[src/rtl/dmareg_pkg.sv]
package dmareg_pkg;

  typedef enum logic [3:0] {
    REG_NONE, REG_CTRL, REG_NCFG, REG_NBYTES, REG_NDST, REG_NSRC,
    REG_ECFG, REG_EBYTES, REG_EDST, REG_ESRC
  } reg_id_e;

  typedef enum logic [1:0] {PART_FULL, PART_LO, PART_HI} part_e;

  localparam int CTRL_CLAIM = 0;
  localparam int CTRL_RUN   = 1;
  localparam int CTRL_DIE   = 14;
  localparam int CTRL_EIE   = 15;
  localparam int CTRL_DONE  = 30;
  localparam int CTRL_ERR   = 31;
  localparam logic [31:0] CTRL_MASK = 32'hC000_C003;

  localparam int CFG_WSZ_LSB = 24;
  localparam int CFG_RSZ_LSB = 28;
  localparam int SZ_W        = 4;

  typedef struct packed {
    logic [31:0] cfg;
    logic [63:0] bytes;
    logic [63:0] dst;
    logic [63:0] src;
  } desc_t;

  function automatic logic [63:0] merge_part(input logic [63:0] old_v,
                                             input part_e part,
                                             input logic [63:0] wd);
    case (part)
      PART_LO: merge_part = {old_v[63:32], wd[31:0]};
      PART_HI: merge_part = {wd[31:0], old_v[31:0]};
      default: merge_part = wd;
    endcase
  endfunction

  function automatic logic [63:0] pick_part(input logic [63:0] v,
                                            input part_e part);
    case (part)
      PART_LO: pick_part = {32'h0, v[31:0]};
      PART_HI: pick_part = {32'h0, v[63:32]};
      default: pick_part = v;
    endcase
  endfunction

endpackage

[src/rtl/dmareg_desc_chk.sv]
module dmareg_desc_chk
  import dmareg_pkg::*;
#(
  parameter int MAX_LOG2 = 6
) (
  input  logic [31:0] cfg,
  input  logic [63:0] bytes,
  output logic        ok
);
  logic [SZ_W-1:0] wsz, rsz, lg;
  logic [63:0]     mask;

  always_comb begin
    wsz  = cfg[CFG_WSZ_LSB +: SZ_W];
    rsz  = cfg[CFG_RSZ_LSB +: SZ_W];
    lg   = (wsz > SZ_W'(MAX_LOG2)) ? SZ_W'(MAX_LOG2) : wsz;
    mask = (64'd1 << lg) - 64'd1;
    ok   = (bytes != 64'd0) && (wsz == rsz) && ((bytes & mask) == 64'd0);
  end
endmodule

[src/rtl/dmareg_decode.sv]
module dmareg_decode
  import dmareg_pkg::*;
#(
  parameter int ADDR_W = 16,
  parameter int NUM_CH = 4,
  parameter int CH_W   = 2
) (
  input  logic              valid,
  input  logic              wide,
  input  logic [ADDR_W-1:0] addr,
  output logic              hit,
  output logic              bad,
  output logic [CH_W-1:0]   chan,
  output reg_id_e           reg_id,
  output part_e             part
);
  localparam int CHF_W = ADDR_W - 12;

  logic [CHF_W-1:0] chan_field;
  logic [11:0]      offset;
  logic             chan_ok;
  logic             map_ok;

  always_comb begin
    chan_field = addr[ADDR_W-1:12];
    offset     = addr[11:0];
    chan       = chan_field[CH_W-1:0];
    chan_ok    = {1'b0, chan_field} < (CHF_W+1)'(NUM_CH);
    reg_id     = REG_NONE;
    part       = wide ? PART_FULL : PART_LO;
    map_ok     = 1'b0;
    if (offset[1:0] == 2'b00) begin
      case (offset[11:2])
        10'h000: begin reg_id = REG_CTRL;   map_ok = !wide; end
        10'h001: begin reg_id = REG_NCFG;   map_ok = !wide; end
        10'h041: begin reg_id = REG_ECFG;   map_ok = !wide; end
        10'h002, 10'h003: begin reg_id = REG_NBYTES; map_ok = 1'b1; end
        10'h004, 10'h005: begin reg_id = REG_NDST;   map_ok = 1'b1; end
        10'h006, 10'h007: begin reg_id = REG_NSRC;   map_ok = 1'b1; end
        10'h042, 10'h043: begin reg_id = REG_EBYTES; map_ok = 1'b1; end
        10'h044, 10'h045: begin reg_id = REG_EDST;   map_ok = 1'b1; end
        10'h046, 10'h047: begin reg_id = REG_ESRC;   map_ok = 1'b1; end
        default: map_ok = 1'b0;
      endcase
      // upper half of a 64-bit register: 4-byte only
      if (offset[2] && (reg_id != REG_CTRL) && (reg_id != REG_NCFG) &&
          (reg_id != REG_ECFG)) begin
        if (wide) map_ok = 1'b0;
        part = PART_HI;
      end
    end
    hit = valid && chan_ok && map_ok;
    bad = valid && !(chan_ok && map_ok);
  end
endmodule

[src/rtl/dmareg_chan.sv]
module dmareg_chan
  import dmareg_pkg::*;
#(
  parameter int MAX_LOG2 = 6
) (
  input  logic        clk,
  input  logic        rst_n,
  input  logic        wr_en,
  input  reg_id_e     acc_reg,
  input  part_e       acc_part,
  input  logic [63:0] wdata,
  input  logic        eng_done,
  input  logic        eng_err,
  output logic [63:0] rd_data,
  output logic        start,
  output desc_t       exec_desc,
  output logic        irq_done,
  output logic        irq_err
);
  logic [31:0] ctrl_q, ctrl_d;
  logic [31:0] ncfg_q;
  logic [63:0] nbytes_q, ndst_q, nsrc_q;
  desc_t       exec_q;
  logic        active_q, active_d;
  logic        start_q;
  logic        launch, desc_ok;
  logic        ncfg_en, nbytes_en, ndst_en, nsrc_en;

  dmareg_desc_chk #(.MAX_LOG2(MAX_LOG2)) u_desc_chk (
    .cfg   (ncfg_q),
    .bytes (nbytes_q),
    .ok    (desc_ok)
  );

  // next-state: control and busy tracking
  always_comb begin
    ctrl_d   = ctrl_q;
    active_d = active_q;
    launch   = 1'b0;
    if (active_q && (eng_done || eng_err)) begin
      active_d         = 1'b0;
      ctrl_d[CTRL_RUN] = 1'b0;
      if (eng_done) ctrl_d[CTRL_DONE] = 1'b1;
      if (eng_err)  ctrl_d[CTRL_ERR]  = 1'b1;
    end
    if (wr_en && (acc_reg == REG_CTRL)) begin
      if (active_q) begin
        ctrl_d[CTRL_DIE] = wdata[CTRL_DIE];
        ctrl_d[CTRL_EIE] = wdata[CTRL_EIE];
      end else begin
        ctrl_d = wdata[31:0] & CTRL_MASK;
        if (wdata[CTRL_RUN]) begin
          if (desc_ok) begin
            launch            = 1'b1;
            active_d          = 1'b1;
            ctrl_d[CTRL_DONE] = 1'b0;
            ctrl_d[CTRL_ERR]  = 1'b0;
          end else begin
            ctrl_d[CTRL_ERR]  = 1'b1;
          end
        end
      end
    end
  end

  always_comb begin
    ncfg_en   = wr_en && (acc_reg == REG_NCFG);
    nbytes_en = wr_en && (acc_reg == REG_NBYTES);
    ndst_en   = wr_en && (acc_reg == REG_NDST);
    nsrc_en   = wr_en && (acc_reg == REG_NSRC);
  end

  // registers
  always_ff @(posedge clk or negedge rst_n) begin
    if (!rst_n) begin
      ctrl_q   <= '0;
      active_q <= 1'b0;
      start_q  <= 1'b0;
      ncfg_q   <= '0;
      nbytes_q <= '0;
      ndst_q   <= '0;
      nsrc_q   <= '0;
      exec_q   <= '0;
    end else begin
      ctrl_q   <= ctrl_d;
      active_q <= active_d;
      start_q  <= launch;
      if (ncfg_en)   ncfg_q   <= wdata[31:0];
      if (nbytes_en) nbytes_q <= merge_part(nbytes_q, acc_part, wdata);
      if (ndst_en)   ndst_q   <= merge_part(ndst_q, acc_part, wdata);
      if (nsrc_en)   nsrc_q   <= merge_part(nsrc_q, acc_part, wdata);
      if (launch)    exec_q   <= '{cfg: ncfg_q, bytes: nbytes_q,
                                   dst: ndst_q, src: nsrc_q};
    end
  end

  // read mux
  always_comb begin
    case (acc_reg)
      REG_CTRL:   rd_data = {32'h0, ctrl_q};
      REG_NCFG:   rd_data = {32'h0, ncfg_q};
      REG_NBYTES: rd_data = pick_part(nbytes_q, acc_part);
      REG_NDST:   rd_data = pick_part(ndst_q, acc_part);
      REG_NSRC:   rd_data = pick_part(nsrc_q, acc_part);
      REG_ECFG:   rd_data = {32'h0, exec_q.cfg};
      REG_EBYTES: rd_data = pick_part(exec_q.bytes, acc_part);
      REG_EDST:   rd_data = pick_part(exec_q.dst, acc_part);
      REG_ESRC:   rd_data = pick_part(exec_q.src, acc_part);
      default:    rd_data = 64'h0;
    endcase
  end

  assign start     = start_q;
  assign exec_desc = exec_q;
  assign irq_done  = ctrl_q[CTRL_DONE] && ctrl_q[CTRL_DIE];
  assign irq_err   = ctrl_q[CTRL_ERR] && ctrl_q[CTRL_EIE];
endmodule

[src/rtl/dmareg_top.sv]
module dmareg_top
  import dmareg_pkg::*;
#(
  parameter int NUM_CH   = 4,
  parameter int ADDR_W   = 16,
  parameter int MAX_LOG2 = 6,
  localparam int CH_W    = (NUM_CH > 1) ? $clog2(NUM_CH) : 1
) (
  input  logic                clk,
  input  logic                rst_n,
  input  logic                bus_valid,
  input  logic                bus_write,
  input  logic                bus_wide,
  input  logic [ADDR_W-1:0]   bus_addr,
  input  logic [63:0]         bus_wdata,
  output logic                bus_rvalid,
  output logic [63:0]         bus_rdata,
  output logic                bad_access,
  input  logic [NUM_CH-1:0]   eng_done,
  input  logic [NUM_CH-1:0]   eng_err,
  output logic                start_valid,
  output logic [CH_W-1:0]     start_chan,
  output logic [31:0]         start_cfg,
  output logic [63:0]         start_bytes,
  output logic [63:0]         start_dst,
  output logic [63:0]         start_src,
  output logic [2*NUM_CH-1:0] irq
);
  logic            dec_hit, dec_bad;
  logic [CH_W-1:0] dec_chan;
  reg_id_e         dec_reg;
  part_e           dec_part;

  logic [63:0]       rd_vec   [NUM_CH];
  desc_t             exec_vec [NUM_CH];
  logic [NUM_CH-1:0] start_vec;

  logic        rvalid_q, rvalid_d;
  logic [63:0] rdata_q, rdata_d;
  logic        bad_q, bad_d;
  desc_t       st_desc;
  logic [CH_W-1:0] st_chan;

  dmareg_decode #(.ADDR_W(ADDR_W), .NUM_CH(NUM_CH), .CH_W(CH_W)) u_decode (
    .valid  (bus_valid),
    .wide   (bus_wide),
    .addr   (bus_addr),
    .hit    (dec_hit),
    .bad    (dec_bad),
    .chan   (dec_chan),
    .reg_id (dec_reg),
    .part   (dec_part)
  );

  for (genvar g = 0; g < NUM_CH; g++) begin : g_chan
    logic wr_sel;
    assign wr_sel = dec_hit && bus_write && (dec_chan == CH_W'(g));
    dmareg_chan #(.MAX_LOG2(MAX_LOG2)) u_chan (
      .clk       (clk),
      .rst_n     (rst_n),
      .wr_en     (wr_sel),
      .acc_reg   (dec_reg),
      .acc_part  (dec_part),
      .wdata     (bus_wdata),
      .eng_done  (eng_done[g]),
      .eng_err   (eng_err[g]),
      .rd_data   (rd_vec[g]),
      .start     (start_vec[g]),
      .exec_desc (exec_vec[g]),
      .irq_done  (irq[2*g]),
      .irq_err   (irq[2*g+1])
    );
  end

  // read path and bad-access flag next state
  always_comb begin
    rvalid_d = bus_valid && !bus_write;
    bad_d    = dec_bad;
    rdata_d  = 64'h0;
    if (dec_hit && !bus_write) rdata_d = rd_vec[dec_chan];
  end

  always_ff @(posedge clk or negedge rst_n) begin
    if (!rst_n) begin
      rvalid_q <= 1'b0;
      rdata_q  <= '0;
      bad_q    <= 1'b0;
    end else begin
      rvalid_q <= rvalid_d;
      bad_q    <= bad_d;
      if (rvalid_d) rdata_q <= rdata_d;
    end
  end

  // one launch at most per cycle: select the strobing channel
  always_comb begin
    st_desc = '0;
    st_chan = '0;
    for (int i = 0; i < NUM_CH; i++) begin
      if (start_vec[i]) begin
        st_desc = exec_vec[i];
        st_chan = CH_W'(i);
      end
    end
  end

  assign bus_rvalid  = rvalid_q;
  assign bus_rdata   = rdata_q;
  assign bad_access  = bad_q;
  assign start_valid = |start_vec;
  assign start_chan  = st_chan;
  assign start_cfg   = st_desc.cfg;
  assign start_bytes = st_desc.bytes;
  assign start_dst   = st_desc.dst;
  assign start_src   = st_desc.src;
endmodule

[config.mk]
export PLATFORM = sky130hd
export DESIGN_NAME = dmareg_top
export DESIGN_NICKNAME = d
export VERILOG_FILES = /design/src/rtl/dmareg_pkg.sv /design/src/rtl/dmareg_desc_chk.sv /design/src/rtl/dmareg_decode.sv /design/src/rtl/dmareg_chan.sv /design/src/rtl/dmareg_top.sv
export SDC_FILE = /design/constraint.sdc
export NUM_CORES = 2
export LEC_CHECK = 0
export BUFFER_PORTS_ARGS = -buffer_cell sky130_fd_sc_hd__buf_2
export CAP_MARGIN = 0
export CORE_UTILIZATION = 70
export CTS_BUF_LIST = sky130_fd_sc_hd__clkbuf_2
export CTS_CLUSTER_SIZE = 12
export DETAILED_ROUTE_END_ITERATION = 6
export PLACE_DENSITY = 0.89
export SLEW_MARGIN = 20
export SYNTH_ARGS = -nofsm -noshare
export SYNTH_HDL_FRONTEND = slang
export SYNTH_HIERARCHICAL = 1
export SYNTH_SLANG_ARGS = --single-unit
[constraint.sdc]
create_clock -name clk -period 8.1 [get_ports clk]
set_input_delay 0.81 -clock clk [delete_from_list [all_inputs] [get_ports clk]]
set_output_delay 0.81 -clock clk [all_outputs]
set_load 0.005 [all_outputs]
==> metrics.yaml, run 1 <==
status: "did not finish"
failed_stage: "global routing"
error: "[ERROR GRT-0116] Global routing finished with congestion. Check the congestion regions in the DRC Viewer."
io_pins: 394
ys_top_cells_by_area: "dfrtp_1, mux2_2, a22oi_1"
grt.total_usage_pct: 87.9
gp_congestion: 1.33
seq_area_frac_synth_pct: 48.1
cts_root_buffer: "clkbuf_2"
synth-compound-area-share_pct: 20.8
synth-seq-cells: 1890
synth_nets: 9423
synth_mux_area_share_pct: 15.3
placed_area_sq_um: 102000
grt_pass1_wl_um: 872000
synth_cells: 9314
synth_fa_ha_area_share_pct: 0.204
cts_buffer_depth: 4
cts.sinks: 1890
synth.distinct_cells: 91
dp_slack_ns: 2.06
syn_area_sq_um: 98300
synth_ff_type: "dfrtp_1"
async_flop_share_pct: 100
portBuffers: 393
dieWidth_um: 377
grt_max_degree: 191
synth_xor_area_share_pct: 0.134
synth.most_common_cell: "dfrtp_1"
synth-edff-count: 0
first_global_vias: 109000
row_count: 137
die_h_um: 377
ys_top_cells_by_count: "dfrtp_1, nand2_1, a22oi_1"
cts_buffers: 481
yosys_warnings: 6
cts_max_level: 5
synthSimpleGateAreaFrac_pct: 10.9
synth_top_family_by_area: "compound AO/OA/AOI/OAI gates"
synth.avg_cell_area_sq_um: 10.6
overflow: 225
synth_top_area_share_pct: 48.1
dp_hpwl_um: 419000
synth_top_area_cell: "dfrtp_1"
post_cts_buffers: 0
initial_core_util_pct: 70.5
-- metal layers --
metal  GRT usage, %  GRT overflow
met5           69.0             4
met3           82.1            30
met2           94.3            85
met4           82.6            75
met1           89.9            31
-- per-stage QoR --
step	hold slack, ns	instances
CTS	0.00334	12000
detailed placement	0.483	11100
floorplan	0.458	9314
global placement	0.477	11100
-- timing repair --
action                    in CTS
hold endpoints to repair    1929
hold buffers                 161
gates resized for setup        0
-- logic make-up after synthesis --
| family | after synthesis |
|---|---|
| compound gates | 2951 |
| xor+xnor | 15 |
| fa+ha+maj | 16 |
| buf+inv | 891 |
| flops | 1890 |
| mux | 1287 |
| other cells | 8 |
| simple gates | 2256 |
==> run 2, diff against run 1 <==
--- a/config.mk
+++ b/config.mk
@@ -7,11 +7,9 @@
 export LEC_CHECK = 0
 export BUFFER_PORTS_ARGS = -buffer_cell sky130_fd_sc_hd__buf_2
 export CAP_MARGIN = 0
-export CORE_UTILIZATION = 70
-export CTS_BUF_LIST = sky130_fd_sc_hd__clkbuf_2
-export CTS_CLUSTER_SIZE = 12
+export CORE_UTILIZATION = 40
 export DETAILED_ROUTE_END_ITERATION = 6
-export PLACE_DENSITY = 0.89
+export PLACE_DENSITY_LB_ADDON = 0.15
 export SLEW_MARGIN = 20
 export SYNTH_ARGS = -nofsm -noshare
 export SYNTH_HDL_FRONTEND = slang
==> run 2 against run 1 <==
  * The flow now finishes, with violations (DRC, slew limit)
  * Synthesized cell count unchanged
  * Area after synthesis unchanged
==> metrics.yaml, run 2 <==
status: "finished, violations left"
violations: "DRC, slew limit"
slowest_delay_ns: 0.91
synth.avg_cell_area_sq_um: 10.6  # unchanged
cts_buffers: 219  # -54%
critPathRequiredTime_ns: 8.84
vias: 93800
cp.arrival_ns: 7.16
synth_cells: 9314  # unchanged
grt_antenna_before_repair: 120
initial_core_util_pct: 40.3  # -30 points
fin_area_sq_um: 112000
area_growth_pct: 14.3
totalWireLength_um: 657000
worst_slew_pin_slew_ns: 1.57
nets: 9566
cts_root_buffer: "clkbuf_16"
timing.rr.end: "g_chan[3].u_chan/exec_desc[106]"
rrSetupSlack_ns: 1.68
critPathSlowestCell: "nor2_4"
worst_slack_ns: 1.68
portBuffers: 393  # unchanged
placed_area_sq_um: 104000  # +2.1%
path_common_cell: "buf_4"
maxCapViolCount: 0
async_flop_share_pct: 100  # unchanged
critPathTopFamily: "simple AND/OR/NAND/NOR gates"
cts_tree: "done"
fin_setup_tns_ns: 0
ir_drop_uv: 195
finalPower_uw: 21000
path_cells: "buf_4 -> or4_2 -> ha_1 -> clkinv_1 -> a222oi_1 -> buf_4 -> nand4_1 -> a211o_1 -> a211oi_2 -> nand2_1 -> nor2_4 -> buf_4 -> mux2_1"
ys_top_cells_by_count: "dfrtp_1, nand2_1, a22oi_1"
dp_hpwl_um: 489000  # +17%
synth.most_common_cell: "dfrtp_1"
overflow: 0
setup_viol: 0
hold_viol: 0
die_area_sq_um: 248000
endpoint_kind: "flip-flop"
drtAntennaViolNets: 0
r2r_start: "g_chan[3].u_chan/ncfg_q[27]"
gp_congestion: 1.10  # -17%
holdPathEnd: "g_chan[3].u_chan/ctrl_q[31]"
path_clk_slew_ns: 0.06
grt_max_degree: 167
hold_start: "eng_err[3]"
hold_path_class: "primary input to flip-flop"
yosys_warnings: 6  # unchanged
synth-seq-cells: 1890  # unchanged
power_density_nw_per_um2: 187
relSlewSlack_pct: -5.72
synth_ff_type: "dfrtp_1"
insertion_delay_ns: 0.93
cts_max_level: 4  # -1
core_area_sq_um: 244000
final_common_cell: "dfrtp_1"
cp-start-kind: "flip-flop"
drv_slew: 2
synth_top_area_share_pct: 48.1  # unchanged
wl_per_cell_um: 50.5
dieWidth_um: 498  # +32%
period_share_pct: 79.3
holdPathStages: 2
largest_reg_flops: 896
r2r_cells: 13
synth_top_area_cell: "dfrtp_1"
syn_area_sq_um: 98300  # unchanged
synth_nets: 9423  # unchanged
io_pins: 394  # unchanged
seq_area_frac_synth_pct: 48.1  # unchanged
max_freq_mhz: 156
finClkSkew_ns: 0.0803
grt_pass1_wl_um: 852000
drc: 44
drtIter0Drc: 17700
final_cell_mix: "dfrtp_1, nand2_1, a22oi_1"
ys_top_cells_by_area: "dfrtp_1, mux2_2, a22oi_1"
fin_crit_ns: 6.42
path_buf_inv: 4
row_count: 181  # +32%
cts.sinks: 1890  # unchanged
synth.distinct_cells: 91  # unchanged
grt.total_usage_pct: 51.7
final_core_util_pct: 46.1
drive_gt1_share_pct: 21.1
leakage_uw: 0.0491
synth-edff-count: 0  # unchanged
dr.pass1.iters: 7
critPathKind: "flip-flop to flip-flop"
die_h_um: 498  # +32%
critPathMaxFanout: 18
viasPerCell: 7.21
dp_slack_ns: 1.65  # -0.402 ns
cts_buffer_depth: 3  # -1
first_global_vias: 84100
rsz0062_at_grt: "false"
## run 2: cell counts after synthesis
Identical to the previous run, type by type.
## run 2: worst max-delay path by stage
| stage | slack, ns | depth (start not counted) | from | endpoint |
|---|---|---|---|---|
| 3_3_place_gp | 1.49 | 14 | bus_addr[7] | bus_rdata[21] |
| 2_1_floorplan | 3.69 | 14 | bus_addr[10] | bus_rdata[17] |
| 6_report | 1.68 | 13 | g_chan[3].u_chan/ncfg_q[27] | g_chan[3].u_chan/exec_desc[106] |
| 4_1_cts | 2.34 | 13 | g_chan[3].u_chan/ncfg_q[27] | g_chan[3].u_chan/exec_desc[106] |
| 5_1_grt | 1.97 | 13 | g_chan[3].u_chan/ncfg_q[27] | g_chan[3].u_chan/exec_desc[153] |
| 3_5_place_dp | 1.65 | 14 | bus_addr[7] | bus_rdata[21] |
## run 2: logic make-up (layout without fill, tap and decap cells)
| family | Yosys count | count (layout) | share of synthesized area [%] |
|---|---|---|---|
| fa+ha+maj | 16 | 16 | 0.204 |
| simple gates | 2256 | 2256 | 10.9 |
| xor+xnor | 15 | 15 | 0.134 |
| flops | 1890 | 1890 | 48.1 |
| other cells | 8 | 174 | 0.0306 |
| mux | 1287 | 1287 | 15.3 |
| buf+inv | 891 | 1216 | 4.43 |
| compound gates | 2951 | 2951 | 20.8 |
## run 2: what timing repair did
action	in CTS	in global routing
buffers inserted	0	0
endpoints found under the hold margin	46	0
hold buffers	1	0
gates resized for setup	0	0
## run 2: layer usage
layer / global-route usage, % / up-vias / part of all wire [%]
met5: 0 / - / 0.090
met2: 67.5 / 7946 / 38
met1: 67.4 / 48900 / 38
li1: - / 35600 / -
met3: 27.8 / 1392 / 17
met4: 27.9 / 30 / 6.8
## run 2: layout make-up
cell class,count,area (sq um)
fillers,23000,131000
multi-input cells,6533,47400
flip-flops and latches,1890,47300
clock buffers,330,6470
repair buffers,766,5490
well taps,3202,4010
clock inverters,73,1060
diodes,166,415
inverters,47,176
## run 2: where the power goes
part	switching (uW)	leakage, uW	internal [uW]	total [uW]
Combinational	803	0.0189	139	942
Sequential	0.192	0.0264	9440	9440
Clock	4570	0.00370	6010	10600
## run 2: through the flow
step | hold slack [ns] | cells
after floorplan | 0.458 | 9314
after global placement | 0.482 | 12400
after detailed placement | 0.489 | 12400
after CTS | 0.116 | 12800
after global routing | 0.151 | 12900
final | 0.165 | 13000
Power figures use the tool's default switching activity.
